===== config.mk =====
export PLATFORM = sky130hd
export DESIGN_NAME = mpp_hill_climb
export DESIGN_NICKNAME = d
export VERILOG_FILES = /design/src/rtl/mpp_pkg.sv /design/src/rtl/mpp_settle_timer.sv /design/src/rtl/mpp_power_avg.sv /design/src/rtl/mpp_step_adapt.sv /design/src/rtl/mpp_cmd_limit.sv /design/src/rtl/mpp_hill_climb.sv
export SDC_FILE = /design/constraint.sdc
export NUM_CORES = 1
export LEC_CHECK = 0
export BUFFER_PORTS_ARGS = -buffer_cell sky130_fd_sc_hd__buf_2
export CORE_MARGIN = 5
export CORE_UTILIZATION = 35
export DETAILED_ROUTE_END_ITERATION = 12
export PLACE_DENSITY = 0.53
export SLEW_MARGIN = 10
export SYNTH_ARGS = -nofsm -noshare
export SYNTH_HDL_FRONTEND = slang
export SYNTH_SLANG_ARGS = --single-unit

===== constraint.sdc =====
create_clock -name clk -period 5.6 [get_ports clk]
set_clock_uncertainty 0.05 [all_clocks]
set_input_delay 0.56 -clock clk [delete_from_list [all_inputs] [get_ports clk]]
set_output_delay 0.56 -clock clk [all_outputs]
set_load 0.05 [all_outputs]

===== src/rtl/mpp_pkg.sv =====
package mpp_pkg;

    typedef enum logic [2:0] {
        ST_INIT   = 3'd0,
        ST_SETTLE = 3'd1,
        ST_ACCUM  = 3'd2,
        ST_DECIDE = 3'd3,
        ST_APPLY  = 3'd4
    } track_state_t;

endpackage


===== src/rtl/mpp_settle_timer.sv =====
module mpp_settle_timer #(
    parameter int SW = 16
) (
    input  logic          clk,
    input  logic          rst,
    input  logic          load,
    input  logic          run,
    input  logic [SW-1:0] span,
    output logic          expired
);

    logic [SW-1:0] remain;

    always_ff @(posedge clk) begin
        if (rst) begin
            remain <= '0;
        end else if (load) begin
            remain <= span;
        end else if (run && (remain != '0)) begin
            remain <= remain - 1'b1;
        end
    end

    assign expired = (remain == '0);

    AST_TIMER_NO_WRAP: assert property (@(posedge clk) disable iff (rst)
        (run && !load && expired) |=> expired);

    AST_TIMER_LOAD: assert property (@(posedge clk) disable iff (rst)
        load |=> (remain == $past(span)));

endmodule


===== src/rtl/mpp_power_avg.sv =====
module mpp_power_avg #(
    parameter int VW = 12,
    parameter int IW = 12,
    parameter int AW = 2
) (
    input  logic             clk,
    input  logic             rst,
    input  logic             clear,
    input  logic             enable,
    input  logic             smp_valid,
    input  logic [VW-1:0]    smp_volt,
    input  logic [IW-1:0]    smp_curr,
    input  logic [AW-1:0]    shift,
    output logic             done,
    output logic [VW+IW-1:0] avg
);

    localparam int PW    = VW + IW;
    localparam int MAXSH = (1 << AW) - 1;
    localparam int ACCW  = PW + MAXSH;
    localparam int CNTW  = MAXSH + 2;

    logic [ACCW-1:0] acc;
    logic [CNTW-1:0] cnt;
    logic [CNTW-1:0] need;
    logic [PW-1:0]   prod;
    logic            take;

    assign need = CNTW'(1) << shift;
    assign prod = PW'(smp_volt) * PW'(smp_curr);
    assign take = enable && smp_valid && !done;

    always_ff @(posedge clk) begin
        if (rst || clear) begin
            acc  <= '0;
            cnt  <= '0;
            done <= 1'b0;
        end else if (take) begin
            acc <= acc + ACCW'(prod);
            cnt <= cnt + 1'b1;
            if ((cnt + 1'b1) == need) begin
                done <= 1'b1;
            end
        end
    end

    assign avg = PW'(acc >> shift);

    AST_COUNT_BOUND: assert property (@(posedge clk) disable iff (rst)
        cnt <= need);

    AST_DONE_FREEZE: assert property (@(posedge clk) disable iff (rst)
        (done && !clear) |=> (done && $stable(acc)));

    AST_IDLE_QUIET: assert property (@(posedge clk) disable iff (rst)
        (!enable && !clear) |=> $stable(acc));

endmodule


===== src/rtl/mpp_step_adapt.sv =====
module mpp_step_adapt #(
    parameter int CW = 12
) (
    input  logic [CW-1:0] step_now,
    input  logic [CW-1:0] step_min,
    input  logic [CW-1:0] step_max,
    input  logic          grow,
    input  logic          shrink,
    output logic [CW-1:0] step_next
);

    logic [CW:0]   doubled;
    logic [CW-1:0] halved;

    assign doubled = {step_now, 1'b0};
    assign halved  = step_now >> 1;

    always_comb begin
        step_next = step_now;
        if (shrink) begin
            step_next = (halved < step_min) ? step_min : halved;
        end else if (grow) begin
            step_next = (doubled > {1'b0, step_max}) ? step_max : doubled[CW-1:0];
        end
    end

    always_comb begin
        AST_ONE_ACTION: assert (!(grow && shrink));
    end

endmodule


===== src/rtl/mpp_cmd_limit.sv =====
module mpp_cmd_limit #(
    parameter int CW = 12
) (
    input  logic [CW-1:0] cmd_now,
    input  logic [CW-1:0] step,
    input  logic          up,
    input  logic [CW-1:0] lo,
    input  logic [CW-1:0] hi,
    output logic [CW-1:0] cmd_next,
    output logic          at_limit
);

    logic [CW:0] raised;
    logic [CW:0] floor_gap;

    assign raised    = {1'b0, cmd_now} + {1'b0, step};
    assign floor_gap = {1'b0, lo} + {1'b0, step};

    always_comb begin
        if (up) begin
            if (raised >= {1'b0, hi}) begin
                cmd_next = hi;
                at_limit = 1'b1;
            end else begin
                cmd_next = raised[CW-1:0];
                at_limit = 1'b0;
            end
        end else begin
            if ({1'b0, cmd_now} <= floor_gap) begin
                cmd_next = lo;
                at_limit = 1'b1;
            end else begin
                cmd_next = cmd_now - step;
                at_limit = 1'b0;
            end
        end
    end

endmodule


===== src/rtl/mpp_hill_climb.sv =====
module mpp_hill_climb
    import mpp_pkg::*;
#(
    parameter int VW = 12,
    parameter int IW = 12,
    parameter int CW = 12,
    parameter int SW = 16,
    parameter int AW = 2,
    parameter int GW = 4
) (
    input  logic          clk,
    input  logic          rst,
    input  logic          smp_valid,
    input  logic [VW-1:0] smp_volt,
    input  logic [IW-1:0] smp_curr,
    input  logic [SW-1:0] settle_cycles,
    input  logic [AW-1:0] avg_shift,
    input  logic [CW-1:0] step_min,
    input  logic [CW-1:0] step_max,
    input  logic [CW-1:0] cmd_min,
    input  logic [CW-1:0] cmd_max,
    input  logic [CW-1:0] cmd_init,
    input  logic [GW-1:0] grow_count,
    output logic [CW-1:0] cmd,
    output logic          dir_up,
    output logic [CW-1:0] step_size,
    output logic          step_pulse
);

    localparam int PW = VW + IW;

    track_state_t state, state_nx;

    logic          tmr_load, tmr_run, tmr_expired;
    logic          avg_clear, avg_enable, avg_done;
    logic [PW-1:0] avg_pwr;
    logic [PW-1:0] ref_pwr;
    logic          have_ref;
    logic [GW-1:0] streak;
    logic [GW-1:0] streak_inc;
    logic          better;
    logic          grow_req, shrink_req;
    logic [CW-1:0] step_nx;
    logic [CW-1:0] cmd_nx;
    logic          hit_limit;

    // ---------------------------------------------------------------
    // Sub-blocks
    // ---------------------------------------------------------------
    mpp_settle_timer #(.SW(SW)) u_timer (
        .clk     (clk),
        .rst     (rst),
        .load    (tmr_load),
        .run     (tmr_run),
        .span    (settle_cycles),
        .expired (tmr_expired)
    );

    mpp_power_avg #(.VW(VW), .IW(IW), .AW(AW)) u_avg (
        .clk       (clk),
        .rst       (rst),
        .clear     (avg_clear),
        .enable    (avg_enable),
        .smp_valid (smp_valid),
        .smp_volt  (smp_volt),
        .smp_curr  (smp_curr),
        .shift     (avg_shift),
        .done      (avg_done),
        .avg       (avg_pwr)
    );

    mpp_step_adapt #(.CW(CW)) u_step (
        .step_now  (step_size),
        .step_min  (step_min),
        .step_max  (step_max),
        .grow      (grow_req),
        .shrink    (shrink_req),
        .step_next (step_nx)
    );

    mpp_cmd_limit #(.CW(CW)) u_limit (
        .cmd_now  (cmd),
        .step     (step_size),
        .up       (dir_up),
        .lo       (cmd_min),
        .hi       (cmd_max),
        .cmd_next (cmd_nx),
        .at_limit (hit_limit)
    );

    // ---------------------------------------------------------------
    // Control decode
    // ---------------------------------------------------------------
    assign better     = (avg_pwr > ref_pwr);
    assign streak_inc = streak + 1'b1;

    always_comb begin
        tmr_load   = (state == ST_INIT) || (state == ST_APPLY);
        tmr_run    = (state == ST_SETTLE);
        avg_clear  = (state == ST_INIT) || (state == ST_APPLY);
        avg_enable = (state == ST_ACCUM);
        grow_req   = (state == ST_DECIDE) && have_ref && better && (streak_inc >= grow_count);
        shrink_req = (state == ST_DECIDE) && have_ref && !better;
    end

    // ---------------------------------------------------------------
    // State register
    // ---------------------------------------------------------------
    always_ff @(posedge clk) begin
        if (rst) begin
            state <= ST_INIT;
        end else begin
            state <= state_nx;
        end
    end

    always_comb begin
        state_nx = state;
        unique case (state)
            ST_INIT:   state_nx = ST_SETTLE;
            ST_SETTLE: if (tmr_expired) state_nx = ST_ACCUM;
            ST_ACCUM:  if (avg_done) state_nx = ST_DECIDE;
            ST_DECIDE: state_nx = ST_APPLY;
            ST_APPLY:  state_nx = ST_SETTLE;
            default:   state_nx = ST_INIT;
        endcase
    end

    // ---------------------------------------------------------------
    // Outputs and tracking state
    // ---------------------------------------------------------------
    always_ff @(posedge clk) begin
        if (rst) begin
            cmd        <= cmd_init;
            dir_up     <= 1'b1;
            step_size  <= step_max;
            step_pulse <= 1'b0;
            ref_pwr    <= '0;
            have_ref   <= 1'b0;
            streak     <= '0;
        end else begin
            step_pulse <= 1'b0;
            unique case (state)
                ST_DECIDE: begin
                    if (have_ref) begin
                        step_size <= step_nx;
                        if (better) begin
                            streak <= grow_req ? '0 : streak_inc;
                        end else begin
                            dir_up <= !dir_up;
                            streak <= '0;
                        end
                    end
                    ref_pwr  <= avg_pwr;
                    have_ref <= 1'b1;
                end
                ST_APPLY: begin
                    cmd        <= cmd_nx;
                    step_pulse <= 1'b1;
                    if (hit_limit) begin
                        dir_up <= !dir_up;
                        streak <= '0;
                    end
                end
                default: begin
                end
            endcase
        end
    end

    // ---------------------------------------------------------------
    // Assertions
    // ---------------------------------------------------------------
    AST_PULSE_SINGLE: assert property (@(posedge clk) disable iff (rst)
        step_pulse |=> !step_pulse);

    AST_CMD_QUIET: assert property (@(posedge clk) disable iff (rst)
        !step_pulse |-> $stable(cmd));

    AST_CMD_RANGE: assert property (@(posedge clk) disable iff (rst)
        step_pulse |-> ((cmd >= cmd_min) && (cmd <= cmd_max)));

    AST_STEP_RANGE: assert property (@(posedge clk) disable iff (rst)
        (step_size >= step_min) && (step_size <= step_max));

    AST_FIRST_HOLD: assert property (@(posedge clk) disable iff (rst)
        ((state == ST_DECIDE) && !have_ref) |=> ($stable(dir_up) && $stable(step_size)));

    AST_SETTLE_BEFORE_ACCUM: assert property (@(posedge clk) disable iff (rst)
        ((state == ST_ACCUM) && !$past(state == ST_ACCUM)) |-> $past(state == ST_SETTLE));

endmodule


==> key figures, run 1 <==
Outcome
  • Status: finished, final reports clean

Timing
  • Rel. slew slack: 33.4%
  • Crit path time final: 5.43 ns
  • Actual transition at the worst max-transition pin: about 1.0 ns
  • Min Hold Slack: 0.398 ns
  • RSZ-0062 raised after global routing: false
  • Final setup viols: 0
  • Max Fclk: between 150 and 200 MHz
  • Final setup margin: between 0.15 and 0.2 ns
  • Max Slew Vio Count: 0
  • Tcrit/Tclk final: 97.0%
  • Final hold vios: 0

Setup path
  • Stages on the worst setup path: 20
  • Worst R2R End: cmd[6]
  • CP Data Arrival Time: approximately 5.6 ns
  • Worst path cell trace: clkbuf_4, and2_1, fa_1, inv_1, fa_1, inv_1, fa_1, fa_1, inv_1, fa_1, inv_1, ha_4, and3_4, and3_4, a2111oi_4, o32ai_2, o21ai_1, a211o_1, and4_1, or2_2
  • Crit path max fanout: 9
  • Crit start category: primary input
  • Setup CP Type: in -> reg
  • Origin of the worst setup path: smp_volt[7]
  • FF-to-FF path depth: 16
  • Reg-to-reg startpoint: cmd[3]
  • Crit path capture: u_avg.acc[26]
  • Buf+Inv Stages, Crit Path: 5
  • CP max stage cell: fa_1
  • Max stage delay on crit path: 0.54 ns
  • Worst path required time: 5.80 ns
  • Family with the most delay on the worst path: adder cells
  • Worst reg2reg setup slack: 0.39 ns
  • Setup crit end kind: register
  • CP most frequent cell: fa_1

Pwr
  • Power per cell area: 379 nW/um2
  • VDD IR max: between 0.3 and 0.4 mV
  • LEAKAGE: 0.00791 uW
  • Final total power: ~6300 uW

Clocking
  • H-tree depth: 3
  • Worst-path clk slew: ~0.080 ns
  • Clock Path Buffers: 2
  • CTS Buf Count: 9
  • CTS tree: built
  • CTS root buffer: clkbuf_16
  • CTS sink cnt: between 100 and 150
  • Worst-skew pair later-pin latency: 0.36 ns

Floorplan
  • Core Region: slightly above 40,000 um2
  • Die area: 45,500 um2
  • Die Width: approximately 210 um
  • Starting Density: between 30% and 40%
  • Top Ports: approximately 140
  • Die Ht: between 200 and 250 um
  • Site Rows: 74

Route
  • 1st-iter DRT viols: ~600
  • DR DRC count: 0
  • Total wire length: approximately 38,000 um
  • First drt pass iteration count: 5
  • Via count: 12,293
  • Antenna-violating nets left: 0
  • Via-to-Cell Ratio: 5.07
  • DR WL/cell: approximately 16 um

Logic synthesis
  • Top_reg_cell synth: dfxtp_1
  • Post-synth EDFFs: 24
  • Unique masters post-synth: 70
  • Top cells by area, synth: fa_1, ha_1, dfxtp_1, inv_1, nand2_1
  • Syn Nets: between 2,000 and 2,500
  • Seq cells post-synth: 107
  • Syn Inst Count: roughly 1,700
  • Synth Area per Inst: 8.41 um2
  • Seq/Total Area, Yosys: between 10% and 20%
  • Share of the synthesized area in the top cell type: 17.5%
  • Post-synth top area cell: fa_1
  • Mapped cell area: between 10,000 and 15,000 um2
  • Fraction of registers with async set or reset after synthesis: 0%
  • Ys Warns: 0

Final layout
  • Share of cells above drive strength 1: between 10% and 20%
  • Area grow syn2layout: 15.6%
  • Final instance area: roughly 17,000 um2
  • Fin nets: about 2,300
  • # diodes: 0

Job
  • Max Cap Viol: 0

GRT
  • GRT overflow: 0
  • Most used routing layer: met2
  • GR Util All Layers: ~17%
  • Met1 Usage GRT: 22.6%
  • Met3 usage: under 10%
  • GRT met2 Usage: just over 30%
  • Antenna violations before repair: 0
  • Pin count of the biggest net entering global routing: 59
  • Global-route wire length before repair: about 63,000 um
  • Number of global-route vias before repair: around 12,000

Hold path
  • Hold Path Class: in -> reg

Place
  • Dpl ws: -0.246 ns
  • DP Wirelength: about 32,000 um
  • RePlAce Congestion: roughly 0.88
  • Placed Area: between 15,000 and 20,000 um2
  • PortBufs: 134
==> tightest hold or removal path, delay by kind of cell <==
kind                   cells  cell delay, ns
AOI/OAI and AO/OA          1            0.05
buffers and inverters      1            0.10
and+or+nand+nor            1            0.05
==> power by group <==
group	internal [uW]	switching, uW
registers	873	98.8
logic	2170	2490
clock network	378	317
==> Yosys cell counts, types with 4 or more instances <==
library cell and n:
mux4_2 24, xnor2_1 39, or2_2 6, o211a_1 4, and2_1 84, inv_1 275, nand2_1 194, nor3_1 24
edfxtp_1 24, a221oi_1 4, dfxtp_1 83, a211oi_1 29, a21o_1 21, buf_1 6, o21bai_1 11, nor2_1 96
o21a_1 9, nor2b_1 16, a31oi_1 7, a21oi_1 108, a21boi_0 9, fa_1 126, a2bb2oi_1 5, a211o_1 4
xor2_1 25, nand2b_1 16, a221o_1 12, mux2i_1 17, or3_1 10, and3_1 8, o31ai_1 4, nand4_1 12
o21ai_0 50, nor4_1 6, a2111oi_0 4, ha_1 179, o211ai_1 10, clkbuf_1 63, nand3_1 42
==> per-stage QoR <==
stage                     std cells  TNS (ns)  util, %
final                          2424         0     40.9
after floorplan                1719         0        -
after global routing           2424         0     40.9
after global placement         2406    -0.995     40.0
after detailed placement       2406     -1.11     40.0
after CTS                      2422         0     40.7
==> kinds of logic (layout without fill, tap and decap cells) <==
family | after synthesis | count (layout) | share of synthesized area, %
buffers and inverters | 349 | 522 | 9.12
xor gates and xnor gates | 64 | 64 | 3.88
adders and majority gates | 305 | 305 | 32.9
muxes | 42 | 42 | 5.00
and+or+nand+nor | 532 | 532 | 17.9
DFF | 107 | 107 | 16.5
AOI/OAI and AO/OA | 320 | 320 | 14.7
==> sequential cells by signal, summed over array words and instances (netlist names), 3 cells and up <==
name,flops
u_avg.acc,27
ref_pwr,24
u_timer.remain,16
cmd,12
step_size,12
u_avg.cnt,5
streak,4
state,3
==> metal layers <==
metal | share of wire, % | vias up | routed length [um]
met5 | 0 | - | 0
met4 | 1.2 | 0 | 463
met3 | 3.6 | 24 | 1390
met2 | 50 | 205 | 19000
met1 | 46 | 5965 | 17500
li1 | - | 6099 | -
==> how the worst min path moves through the flow <==
stage / start / end / slack [ns] / depth (start not counted)
2_1_floorplan: ref_pwr[10] / ref_pwr[10] / 0.39 / 2
3_3_place_gp: ref_pwr[1] / ref_pwr[1] / 0.39 / 2
3_5_place_dp: ref_pwr[15] / ref_pwr[15] / 0.40 / 2
4_1_cts: settle_cycles[1] / u_timer.remain[1] / 0.39 / 3
5_1_grt: settle_cycles[1] / u_timer.remain[1] / 0.41 / 3
6_report: settle_cycles[1] / u_timer.remain[1] / 0.40 / 3
==> what timing repair did <==
action | 4_1_cts | 5_1_grt
setup buffers | 0 | 2
gates resized for setup | 0 | 18
endpoints found under the setup margin | 0 | 8
hold buffers | 0 | 0
==> cell type report <==
class | count | area (um2)
sequential | 107 | 2380
multi-input combinational | 1263 | 10900
tap | 532 | 666
fill | 4198 | 24100
timing repair buffer | 230 | 1440
clock buffer | 10 | 250
inverter | 276 | 1040
clock inverter | 6 | 67.6
==> cell usage in the layout, fill, tap and decap left out, types with 5 or more instances in the layout <==
cell type / count
a211oi_1: 28
a21boi_0: 9
a21o_1: 21
a21oi_1: 108
a221o_1: 12
a2bb2oi_1: 5
a31oi_1: 7
and2_1: 82
and3_1: 5
buf_2: 130
buf_4: 95
clkbuf_16: 10
dfxtp_1: 83
edfxtp_1: 24
fa_1: 126
ha_1: 174
ha_4: 5
inv_1: 271
mux2i_1: 17
mux4_2: 24
nand2_1: 194
nand2b_1: 16
nand3_1: 42
nand4_1: 12
nor2_1: 96
nor2b_1: 16
nor3_1: 24
nor4_1: 6
o211ai_1: 10
o21a_1: 9
o21ai_0: 47
o21ai_1: 5
o21bai_1: 11
or2_2: 6
or3_1: 10
xnor2_1: 39
xor2_1: 25
Note: power is estimated with default switching activity, not from simulation.
==> run 2: changes to the inputs <==
--- a/config.mk
+++ b/config.mk
@@ -5,11 +5,13 @@
 export SDC_FILE = /design/constraint.sdc
 export NUM_CORES = 1
 export LEC_CHECK = 0
+export ABC_AREA = 1
 export BUFFER_PORTS_ARGS = -buffer_cell sky130_fd_sc_hd__buf_2
 export CORE_MARGIN = 5
 export CORE_UTILIZATION = 35
 export DETAILED_ROUTE_END_ITERATION = 12
-export PLACE_DENSITY = 0.53
+export GPL_TIMING_DRIVEN = 0
+export PLACE_DENSITY = 0.52
 export SLEW_MARGIN = 10
 export SYNTH_ARGS = -nofsm -noshare
 export SYNTH_HDL_FRONTEND = slang
==> key figures, run 2 <==
Job
  • Max Cap Viol: 0 (unchanged)

Timing
  • Final setup margin: 0.239 ns (+0.0690 ns)
  • Tcrit/Tclk final: 95.7% (-1.2 points)
  • Final setup viols: 0 (unchanged)
  • Final hold vios: 0 (unchanged)
  • Actual transition at the worst max-transition pin: 0.922 ns (-0.0761 ns)
  • Rel. slew slack: 38.3% (+4.8 points)
  • Max Fclk: 187 MHz (+1.3%)
  • Crit path time final: 5.36 ns (-0.0690 ns)
  • Max Slew Vio Count: 0 (unchanged)
  • RSZ-0062 raised after global routing: false

Logic synthesis
  • Share of the synthesized area in the top cell type: 16.3% (-1.2 points)
  • Synth Area per Inst: 6.86 um2 (-18%)
  • Unique masters post-synth: 57 (-19%)
  • Seq/Total Area, Yosys: 15.4% (-1.1 points)
  • Most instantiated cells after synthesis: inv_1, nand2_1, ha_1
  • Mapped cell area: 15,500 um2 (+7.1%)
  • Top cells by area, synth: fa_1, ha_1, inv_1, nand2_1, dfxtp_1
  • Fraction of registers with async set or reset after synthesis: 0% (unchanged)
  • Post-synth top area cell: fa_1
  • Post-synth EDFFs: 24 (unchanged)
  • Syn Inst Count: 2,257 (+31%)
  • Top_reg_cell synth: dfxtp_1
  • Syn Nets: 2,671 (+25%)
  • Ys Warns: 0 (unchanged)
  • Seq cells post-synth: 107 (unchanged)
  • Most frequent cell after synthesis: inv_1

Setup path
  • Worst reg2reg setup slack: 1.11 ns (+0.72 ns)
  • Crit start category: primary input
  • Reg-to-reg startpoint: u_avg.acc[11]
  • Setup CP Type: in -> reg
  • CP max stage cell: fa_1
  • Worst path required time: 5.81 ns (about the same)
  • Crit path max fanout: 10 (+1)
  • Setup crit end kind: register
  • FF-to-FF path depth: 20 (+4)
  • Max stage delay on crit path: 0.55 ns (about the same)
  • CP Data Arrival Time: 5.57 ns (-0.06 ns)
  • Worst R2R End: u_avg.acc[23]
  • CP most frequent cell: inv_1

Final layout
  • Multi-input combinational cell area: 10,800 um2 (-1.0%)
  • Largest register FFs: 27 (unchanged)
  • Commonest non-fill, non-tap cell in the layout: inv_1
  • Fin nets: 2,808 (+22%)
  • Most flops, register: u_avg.acc
  • Final instance area: 17,200 um2 (+3.0%)
  • Most frequent cells in the layout: inv_1, nand2_1, ha_1
  • FF+latch area: 2380 um2 (unchanged)
  • Share of cells above drive strength 1: 10.5% (-5.6 points)
  • Finished Core Util: 39.1% (-1.8 points)
  • Area grow syn2layout: 11.1%
  • Fill count: 4,795 (+14%)
  • Top flop regs: u_avg.acc (27), ref_pwr (24), u_timer.remain (16)
  • # diodes: 0 (unchanged)

Pwr
  • Power per cell area: 364 nW/um2 (-3.8%)
  • VDD IR max: 0.254 mV (-35%)
  • LEAKAGE: 0.00960 uW (+21%)
  • Final total power: 6270 uW (-0.95%)

Clocking
  • Clock Path Buffers: 2 (unchanged)
  • CTS tree: built
  • H-tree depth: 3 (unchanged)
  • CTS root buffer: clkbuf_16
  • Worst-skew pair later-pin latency: 0.37 ns (about the same)
  • Worst-path clk slew: 0.08 ns (about the same)
  • CTS Buf Count: 9 (unchanged)
  • CTS sink cnt: 107 (unchanged)
  • Total setup buffers inserted after CTS: 0 (unchanged)
  • Hold_buf cts: 0 (unchanged)

GRT
  • Number of global-route vias before repair: 14,158 (+13%)
  • GRT overflow: 0 (unchanged)
  • Antenna violations before repair: 0 (unchanged)
  • GR Util All Layers: 18.9% (+1.9 points)
  • Global-route wire length before repair: 73,600 um (+17%)
  • Pin count of the biggest net entering global routing: 19 (-68%)

Outcome
  • Status: finished, final reports clean

Route
  • 1st-iter DRT viols: 893 (+48%)
  • Via count: 14,476 (+18%)
  • First drt pass iteration count: 5 (unchanged)
  • Antenna-violating nets left: 0 (unchanged)
  • Total wire length: 45,800 um (+19%)
  • DR DRC count: 0 (unchanged)
  • DR WL/cell: 15.3 um (-3.2%)
  • Via-to-Cell Ratio: 4.84 (-4.6%)

Place
  • Placed Area: 16,900 um2 (+3.5%)
  • PortBufs: 133 (-0.75%)
  • RePlAce Congestion: 0.915 (+3.6%)
  • DP Wirelength: 39,200 um (+23%)
  • Dpl ws: -0.361 ns (-0.115 ns)

Floorplan
  • Site Rows: 77 (+4.1%)
  • Die Ht: 220 um (+3.3%)
  • Die Width: 220 um (+3.3%)
  • Starting Density: 35.2% (-0.24 points)
  • Top Ports: 135 (unchanged)
  • Die area: 48,500 um2 (+6.8%)
  • Core Region: 44,000 um2 (+7.8%)

Hold path
  • WHS Path Cells: 3 (unchanged)
  • Worst hold start: settle_cycles[0]
  • Hold Crit Endpoint: u_timer.remain[0]
  • Hold Path Class: in -> reg
==> run 2: changes by cell type after synthesis, sizes merged, moves of 23 or more <==
cell | previous run | this run
nand3 | 42 | 86
inv | 275 | 536
nor2 | 96 | 119
mux4 | 24 | 0
a211oi | 29 | 6
xnor2 | 39 | 11
nand2 | 194 | 508
a21oi | 108 | 161
o21ai | 52 | 172
and2 | 84 | 0
==> run 2: cells by family (layout without fill, tap and decap cells) <==
kind of cell | Yosys count | after routing | share of synthesized area (%)
AND/OR/NAND/NOR | 788 | 788 | 21.7
buffers and inverters | 612 | 754 | 15.3
AO/OA/AOI/OAI | 398 | 398 | 14.2
adder cells (fa/ha/maj) | 305 | 305 | 30.8
flip-flops | 107 | 107 | 15.4
XOR/XNOR | 47 | 47 | 2.66
==> run 2: cell type report <==
type,instances,share of cell area [%]
Buffer,69,2.00
Clock buffer,11,1.41
Clock inverter,5,0.378
Inverter,536,11.7
Multi-Input combinational cell,1538,62.5
Sequential cell,107,13.8
Tap cell,592,4.31
Timing Repair Buffer,133,3.87
==> run 2: through the flow <==
stage / cells / hold WS [ns] / setup TNS, ns
CTS: 2998 / 0.388 / 0
finish: 2991 / 0.402 / 0
global route: 2991 / 0.398 / 0
floorplan: 2257 / 0.380 / 0
global placement: 2982 / 0.418 / -2.56
detailed placement: 2982 / 0.419 / -2.44
==> run 2: worst max-delay path, delay by kind of cell <==
family / cells / cell delay, ns
buffers and inverters: 9 / 0.73
and+or+nand+nor: 9 / 1.10
AOI/OAI and AO/OA: 1 / 0.17
adders and majority gates: 6 / 2.98
==> run 2: worst max-delay path by stage <==
| stage | from | end | slack (ns) | cells past startpoint |
|---|---|---|---|---|
| 2_1_floorplan | smp_curr[11] | u_avg.acc[26] | 0.47 | 21 |
| 3_3_place_gp | smp_curr[8] | u_avg.acc[23] | -0.36 | 23 |
| 3_5_place_dp | smp_curr[8] | u_avg.acc[23] | -0.36 | 23 |
| 4_1_cts | smp_curr[8] | u_avg.acc[23] | 0.02 | 23 |
| 5_1_grt | smp_volt[7] | u_avg.acc[23] | 0.01 | 23 |
| 6_report | smp_curr[8] | u_avg.acc[23] | 0.24 | 25 |
==> run 2: power by group <==
part / internal, uW / leakage (uW) / switching, uW
combinational: 1580 / 0.00853 / 2930
sequential: 930 / 0.000912 / 131
clock: 367 / 0.000154 / 328
==> run 2: layer usage <==
layer	global-route usage (%)	part of all wire [%]
met1	25.7	46
met2	32.6	48
met3	2.60	4.6
met4	3.33	1.6
met5	0	0
==> run 2: what timing repair did <==
| item | 4_1_cts | 5_1_grt |
|---|---|---|
| gates resized for setup | 0 | 45 |
| setup endpoints to repair | 0 | 12 |
| endpoints found under the hold margin | 0 | 0 |
